===== config.mk =====
export PLATFORM = sky130hd
export DESIGN_NAME = quad_mixer
export DESIGN_NICKNAME = d
export VERILOG_FILES = /design/src/rtl/quad_mixer.sv
export SDC_FILE = /design/constraint.sdc
export NUM_CORES = 1
export LEC_CHECK = 0
export ABC_AREA = 1
export BUFFER_PORTS_ARGS = -buffer_cell sky130_fd_sc_hd__buf_2
export CAP_MARGIN = 40
export CORE_MARGIN = 2
export CORE_UTILIZATION = 50
export DETAILED_ROUTE_END_ITERATION = 10
export HOLD_SLACK_MARGIN = 0.02
export PLACE_DENSITY_LB_ADDON = 0.3
export SYNTH_ARGS = -nofsm -noshare
export SYNTH_HDL_FRONTEND = slang
export SYNTH_SLANG_ARGS = --single-unit

===== constraint.sdc =====
create_clock -name clk -period 10.7 [get_ports clk]
set_input_delay 0.535 -clock clk [delete_from_list [all_inputs] [get_ports clk]]
set_output_delay 0.535 -clock clk [all_outputs]
set_load 0.02 [all_outputs]

===== src/rtl/quad_mixer.sv =====
module quad_mixer #(
  parameter int DW = 14,
  parameter int FB = 14
) (
  input  logic                 clk,
  input  logic                 rst_n,
  input  logic                 sync,
  input  logic [1:0]           mode,
  input  logic [1:0]           lo_sel,
  input  logic                 zstuff,
  input  logic                 a_valid,
  input  logic signed [DW-1:0] a_data,
  input  logic                 b_valid,
  input  logic signed [DW-1:0] b_data,
  output logic signed [DW-1:0] out_a,
  output logic signed [DW-1:0] out_b
);

  localparam int PW   = DW + FB + 2;
  localparam int KQ   = $rtoi(0.7071067811865476 * (2.0 ** FB) + 0.5);
  localparam int MAXI = (1 << (DW - 1)) - 1;
  localparam logic signed [PW-1:0] KS   = PW'(KQ);
  localparam logic signed [PW-1:0] MAXV = PW'(MAXI);
  localparam logic signed [PW-1:0] MINV = PW'(-MAXI - 1);
  localparam logic signed [PW-1:0] HALF = PW'(1 << (FB - 1));

  localparam logic [2:0] C0 = 3'd0, CP1 = 3'd1, CN1 = 3'd2, CPK = 3'd3, CNK = 3'd4;

  function automatic logic [2:0] negc(input logic [2:0] c);
    case (c)
      CP1:     negc = CN1;
      CN1:     negc = CP1;
      CPK:     negc = CNK;
      CNK:     negc = CPK;
      default: negc = C0;
    endcase
  endfunction

  function automatic logic [2:0] cosc(input logic [1:0] lo, input logic [2:0] p);
    if (lo == 2'd0) cosc = p[0] ? CN1 : CP1;
    else if (lo == 2'd1) begin
      case (p[1:0])
        2'd0:    cosc = CP1;
        2'd2:    cosc = CN1;
        default: cosc = C0;
      endcase
    end else begin
      case (p)
        3'd0:    cosc = CP1;
        3'd1:    cosc = CPK;
        3'd3:    cosc = CNK;
        3'd4:    cosc = CN1;
        3'd5:    cosc = CNK;
        3'd7:    cosc = CPK;
        default: cosc = C0;
      endcase
    end
  endfunction

  function automatic logic [2:0] sinc(input logic [1:0] lo, input logic [2:0] p);
    if (lo == 2'd0) sinc = C0;
    else if (lo == 2'd1) begin
      case (p[1:0])
        2'd1:    sinc = CP1;
        2'd3:    sinc = CN1;
        default: sinc = C0;
      endcase
    end else begin
      case (p)
        3'd1:    sinc = CPK;
        3'd2:    sinc = CP1;
        3'd3:    sinc = CPK;
        3'd5:    sinc = CNK;
        3'd6:    sinc = CN1;
        3'd7:    sinc = CNK;
        default: sinc = C0;
      endcase
    end
  endfunction

  function automatic logic signed [PW-1:0] mulc(input logic signed [DW-1:0] x, input logic [2:0] c);
    logic signed [PW-1:0] xe;
    xe = PW'(x);
    case (c)
      CP1:     mulc = xe <<< FB;
      CN1:     mulc = -(xe <<< FB);
      CPK:     mulc = xe * KS;
      CNK:     mulc = -(xe * KS);
      default: mulc = '0;
    endcase
  endfunction

  function automatic logic signed [DW-1:0] mix(input logic signed [DW-1:0] x, input logic signed [DW-1:0] y,
                                               input logic [2:0] cx, input logic [2:0] cy);
    logic signed [PW-1:0] s;
    s = (mulc(x, cx) + mulc(y, cy) + HALF) >>> FB;
    if (s > MAXV)      mix = MAXV[DW-1:0];
    else if (s < MINV) mix = MINV[DW-1:0];
    else               mix = s[DW-1:0];
  endfunction

  logic [4:0] cfg, cfg_q;
  logic [2:0] ph, p, c_cos, c_sin;
  logic       stuff, s_stuff;
  logic [2:0] k1, k2, k3, k4, s_k1, s_k2, s_k3, s_k4;
  logic signed [DW-1:0] ia, ib, s_a, s_b;

  assign cfg   = {mode, lo_sel, zstuff};
  assign p     = (sync || cfg != cfg_q) ? 3'd0 : ph;
  assign stuff = zstuff && p[0];
  assign ia    = (a_valid && !stuff) ? a_data : '0;
  assign ib    = (b_valid && !stuff) ? b_data : '0;
  assign c_cos = cosc(lo_sel, p);
  assign c_sin = sinc(lo_sel, p);

  always_comb begin
    case (mode)
      2'd0:    begin k1 = CP1;   k2 = C0;          k3 = C0;    k4 = CP1;   end
      2'd1:    begin k1 = c_cos; k2 = C0;          k3 = C0;    k4 = c_cos; end
      default: begin k1 = c_cos; k2 = negc(c_sin); k3 = c_sin; k4 = c_cos; end
    endcase
  end

  always_ff @(posedge clk) begin
    if (!rst_n) begin
      ph <= '0; cfg_q <= '0; s_stuff <= 1'b0;
      s_a <= '0; s_b <= '0;
      s_k1 <= C0; s_k2 <= C0; s_k3 <= C0; s_k4 <= C0;
      out_a <= '0; out_b <= '0;
    end else begin
      ph <= 3'(p + 3'd1);
      cfg_q <= cfg;
      s_stuff <= stuff;
      s_a <= ia; s_b <= ib;
      s_k1 <= k1; s_k2 <= k2; s_k3 <= k3; s_k4 <= k4;
      out_a <= mix(s_a, s_b, s_k1, s_k2);
      out_b <= mix(s_a, s_b, s_k3, s_k4);
    end
  end

  logic [1:0] warm;
  always_ff @(posedge clk) begin
    if (!rst_n) warm <= '0;
    else if (warm != 2'd3) warm <= warm + 2'd1;
  end

  a_r1_bypass_pass: assert property (@(posedge clk) disable iff (!rst_n)
    (warm >= 2'd2 && $past(mode, 2) == 2'd0 && !$past(zstuff, 2) && $past(a_valid, 2))
      |-> out_a == $past(a_data, 2));

  a_r10_invalid_zero: assert property (@(posedge clk) disable iff (!rst_n)
    (warm >= 2'd2 && $past(mode, 2) == 2'd0 && !$past(a_valid, 2)) |-> out_a == '0);

  a_r3_sync_unit_phase: assert property (@(posedge clk) disable iff (!rst_n)
    (warm >= 2'd2 && $past(mode, 2) == 2'd1 && $past(lo_sel, 2) == 2'd0 && $past(sync, 2)
     && !$past(zstuff, 2) && $past(a_valid, 2)) |-> out_a == $past(a_data, 2));

  a_r9_stuff_slot_zero: assert property (@(posedge clk) disable iff (!rst_n)
    s_stuff |=> (out_a == '0 && out_b == '0));

  a_r7_sync_restart: assert property (@(posedge clk) disable iff (!rst_n)
    sync |=> ph == 3'd1);

  a_r8_cfg_restart: assert property (@(posedge clk) disable iff (!rst_n)
    (cfg != cfg_q) |=> ph == 3'd1);

endmodule


* After elaboration in Yosys (flattened, before gate mapping)
Cells that the tools add are included.
** Operators by class
- Reductions and logical operators :: 19
- Magnitude comparators :: 4
- Equality and inequality tests :: 29
- Bitwise gates (word level) :: 1
- Multiply operators :: 2
- Multiplexer cells :: 24
- Add/subtract/negate cells :: 9
** Operator list (number)
- $pmux 30 s4 :: 4
- $mux 30 :: 4
- $add 30x15->30 const B :: 2
- $add 30x30->30 :: 2
- $neg 28->30 :: 2
- $neg 29->30 :: 2
- $mul 14x15->29 const B :: 2
- $pmux 3 s4 :: 3
- $gt 16x14->1 const B :: 2
- $lt 16x14->1 const B :: 2
- $eq 3x2->1 const B :: 10
- $mux 14 :: 2
- $mux 13 :: 2
- $eq 3x3->1 const B :: 8
- $eq 3x1->1 const B :: 5
- $mux 3 :: 5
- $reduce_or 2->1 :: 7
- $pmux 2 s2 :: 2
- $eq 2x1->1 const B :: 3
- $logic_not 2->1 :: 3
- $ne 5x5->1 :: 1
- $eq 2x2->1 const B :: 2
- $reduce_and 2->1 :: 2
- $add 3x1->3 const B :: 1
- other kinds (8) :: 10
** Storage, ports and cells
- Register bits :: 73
- Output and inout bits :: 28
- Input port bits :: 38
- Logic and storage cells :: 100

* Logic depth before layout (Yosys ltp)
- Depth after elaboration :: 10
- Gate-level depth with buffers :: 47
- Mapped depth without buffers :: 46

* Worst setup path before layout
No wires, ideal clock.
- Kind :: reg-to-reg
- From :: reg s_a[13]
- To :: reg out_b[10]
- Data required time :: 10.558 ns
- Path slack :: 3.186 ns
- Arrival :: 7.372 ns
- Cell stages (with the launch flop) :: 40
- Period minus slack after synthesis :: 7.514 ns
- Setup time :: 0.142 ns
- Path buffers :: 1
- Cell sequence :: dfxtp_1 -> inv_1 -> ha_1 -> inv_1 -> fa_1 -> inv_1 -> fa_1 -> fa_1 -> fa_1 -> ha_1 -> ha_1 -> nand2_1 -> nor2_1 -> nand3_1 -> nand3_1 -> nand2_1 -> nand2_1 -> inv_1 -> (+4 left out) -> a22oi_1 -> o221ai_1 -> ha_1 -> ha_1 -> a21oi_1 -> o21a_1 -> nor2_1 -> a2111oi_0 -> nand2_1 -> a21oi_1 -> nand3_1 -> nand2_1 -> nand2_1 -> nand2_2 -> inv_2 -> nand2_2 -> buf_6 -> a21oi_2
** Between the ends
- Cells in the longest elaborated chain, start to end :: 9
- Elaborated cells between the ends (all ways) :: 11
- Those cells by class :: 4 x add/sub; 1 x mul; 2 x order compare; 4 x mux
** RTL lines
- start: declaration :: line 106 : logic signed [DW-1:0] ia, ib, s_a, s_b;
- start signal: assignment :: line 134 : s_a <= ia; s_b <= ib;
- $mul 14x15->29 :: line 87, 88
- $neg 29->30 :: line 88 : CNK: mulc = -(xe * KS);
- $pmux 30 s4 * :: line 84 : case (c)
- $mux 30 * :: line 125 : if (!rst_n) begin
- $add 30x30->30 * :: line 96 : s = (mulc(x, cx) + mulc(y, cy) + HALF) >>> FB;
- $add 30x15->30 * :: line 96
- $lt 16x14->1 :: line 98 : else if (s < MINV) mix = MINV[DW-1:0];
- $mux 14 :: line 98
- $mux 13 * :: line 97 : if (s > MAXV) mix = MAXV[DW-1:0];
- end signal: assignment :: line 137 : out_b <= mix(s_a, s_b, s_k3, s_k4);
- end: declaration :: line 16 : output logic signed [DW-1:0] out_b
Mark *: on every way between the ends. The rest lies on a longest branch, timed or not. The select of a mux whose other input is x is not followed.
A chain may end at the register's enable or synchronous reset.

* Final worst setup path
- From :: reg s_a[13]
- To :: reg out_b[0]
The elaborated chain is that of the path after synthesis.

==> results.ini <==
[status]
status = complete, no violations

[sta]
max-slew-margin-rel_pct = 49.6
max_slew.worst_pin.slew_ns = 0.755
hold_viol = 0
post-route-min-period_ns = 8.92
drv_slew = 0
final.period_utilization_pct = 83.4
setup_violations = 0
max_freq_ghz = 0.112
hold_slack_ns = 0.364
tns_ns = 0
fin_skew_ns = 0.0314
rsz0062_at_grt = no

[floorplanning]
start_util_pct = 50.8
dieArea_sq_um = 33600
die_h_microns = 183
ioPinCount = 66
rows = 65
die_w_microns = 183
core_sq_um = 31600

[synthesis]
async_reset_ff_share_pct = 0
syn-mean-instance-area_sq_um = 6.97
synthesis.nets = 2760
synth-edff-count = 0
synthDistinctLibCells = 52
netlist_area_sq_um = 16100
yosys_warnings = 0
synthFlopType = dfxtp_1
synth-seq-cells = 73
ys_seq_area_share_pct = 9.09
syn_inst = 2308

[global_route]
grt-ovfl-total = 0
antenna_found_initial = 0
grt_pass1_vias = 15000
grt_use_total_pct = 29.2
grt_max_degree = 42
grt_pass1_wl_mm = 77.8

[critical_path]
path_max_fanout = 13
cpMaxStageDelayCell = dfxtp_1
critical_path_buf_inv_count = 6
slowest_delay_ns = 0.78
cp_common_cell = nand2_1
crit_type = flip-flop to flip-flop
crit_family = adder cells
crit_cells = 38
cp-start-kind = flip-flop
critPathArrivalTime_ns = 9.13
worstSetupEndpointType = flip-flop
reg2reg_depth = 38
crit_required_ns = 10.91

[clock_tree]
cts-resized-gates = 0
worstSkewPairLatency_ns = 0.37
cts_tree = done
ctsRootBufferMaster = clkbuf_16
hold_buffers = 0
path_clk_slew_ns = 0.08
cts_made_buffers = 9
cts_max_path_buffers = 2
postCtsSetupRepairBufs = 0
htreeDepth = 3
clock-sinks = 73

[place]
io_buffers = 65
gp_congestion = 0.946
hpwl_mm = 40.7

[final_layout]
fill_cells = 3136
fin_nets = 2816
area_delta_synth_final_pct = 6.81
drive_above_1_share_pct = 7.05
n_antenna_cell = 0

[drt]
routed_wl_mm = 48.3
drtPass1Iterations = 8
vias = 15700
wl_per_cell_microns = 17.4
drt_iter0_markers = 1251
vias_per_cell = 5.66
drc_errors = 0
drtAntennaViolNets = 0

[pwr]
ir_drop_mv = 0.0806
power_density_nw_per_um2 = 76.1
leakagePower_nw = 9.88

[worst_hold_path]
hold_path_depth = 3
hold_class = input pin to flip-flop

[job]
drv_cap = 0

worst register-to-register path, delay by kind of cell, from the launching register on:
kind	cells	cell delay, ns
AO/OA/AOI/OAI	6	1.37
XOR/XNOR	1	0.13
adder cells (fa/ha/maj)	9	3.94
buffers and inverters	6	0.63
flip-flops	1	0.78
AND/OR/NAND/NOR	16	1.94
flip-flops by register name (all words and copies together) (netlist names):
| signal | flops |
|---|---|
| s_k2 | 3 |
| out_b | 14 |
| out_a | 14 |
| s_a | 14 |
| s_b | 14 |
| s_k3 | 3 |
| ph | 3 |
| cfg_q | 5 |
| s_k4 | 3 |
synthesized netlist by cell type, types with 6 or more instances:
| cell | n | area (sq um) |
|---|---|---|
| o21ai_0 | 54 | 270 |
| o31ai_1 | 8 | 60.1 |
| nand3b_1 | 15 | 113 |
| nand4_1 | 27 | 169 |
| clkbuf_1 | 26 | 97.6 |
| a221o_1 | 14 | 140 |
| ha_1 | 334 | 4180 |
| a21o_1 | 9 | 67.6 |
| nand3_2 | 7 | 70.1 |
| xor2_1 | 77 | 674 |
| a21oi_2 | 21 | 184 |
| o221ai_1 | 22 | 193 |
| xnor2_1 | 18 | 158 |
| inv_1 | 429 | 1610 |
| nor2_1 | 158 | 593 |
| o22ai_1 | 71 | 444 |
| dfxtp_1 | 73 | 1460 |
| fa_1 | 80 | 1600 |
| nand2_1 | 484 | 1820 |
| nand2_2 | 12 | 75.1 |
| o211ai_1 | 6 | 45.0 |
| a31oi_1 | 8 | 50.1 |
| a21oi_1 | 121 | 606 |
| inv_2 | 14 | 52.6 |
| a22oi_1 | 12 | 90.1 |
| o21bai_1 | 7 | 52.6 |
| nor2_2 | 7 | 43.8 |
| o21a_1 | 6 | 45.0 |
| nor3_1 | 35 | 175 |
| o2111ai_1 | 15 | 131 |
| nand3_1 | 93 | 465 |
logic make-up after synthesis:
| logic type | count (synthesis) | share of synthesized area, % |
|---|---|---|
| xor gates and xnor gates | 99 | 5.58 |
| adders and majority gates | 414 | 36.0 |
| and+or+nand+nor | 850 | 22.5 |
| DFF | 73 | 9.09 |
| buffers and inverters | 483 | 11.4 |
| AOI/OAI and AO/OA | 389 | 15.5 |
power by group:
group	switching (mW)	total [mW]	internal, mW
registers	0.0162	0.299	0.282
logic	0.475	0.718	0.243
clock network	0.127	0.290	0.164
final timing paths:
kind,start,endpoint,slack [ns]
max,s_a[13]$_SDFF_PN0_,out_b[0]$_SDFF_PN0_,1.78
max reg2reg,s_a[13]$_SDFF_PN0_,out_b[0]$_SDFF_PN0_,1.78
min,b_data[7],s_b[7]$_SDFF_PN0_,0.36
min reg2reg,ph[1]$_SDFF_PN0_,ph[1]$_SDFF_PN0_,0.62
per-layer routing:
layer	GRT usage (%)	share of wire, %	vias to the layer above
li1	-	-	7745
met1	40.5	46	7227
met2	46.8	44	616
met3	3.51	6.8	103
met4	10.0	3.4	0
met5	0	0	-
through the flow:
step / utilization (%) / instance area (sq um) / total power [mW] / setup slack, ns / cells
after global placement: 53.2 / 16800 / 0.997 / 2.00 / 2751
after detailed placement: 53.4 / 16900 / 1.01 / 1.91 / 2755
final: 54.3 / 17200 / 1.31 / 1.78 / 2771
after global routing: 54.3 / 17200 / 1.43 / 0.917 / 2771
after floorplan: - / 16100 / 0.847 / 3.19 / 2308
after CTS: 54.3 / 17200 / 1.31 / 1.86 / 2771
layout by cell type (no fill, tap or decap), drive strengths merged, types with 73 or more instances in the layout:
master / n
nand2: 496
inv: 444
ha: 334
nor2: 165
a21oi: 142
nand3: 100
buf: 81
fa: 80
xor2: 80
dfxtp: 73
final cells by class:
cell class,count,area [sq um],share of cell area [%]
clock buffer,10,239,1.39
clock inverter,6,41.3,0.240
inverter,447,1680,9.77
multi-input combinational,1752,12800,74.4
sequential,73,1460,8.51
tap,402,503,2.93
timing repair buffer,81,470,2.74
Power figures use the tool's default switching activity.
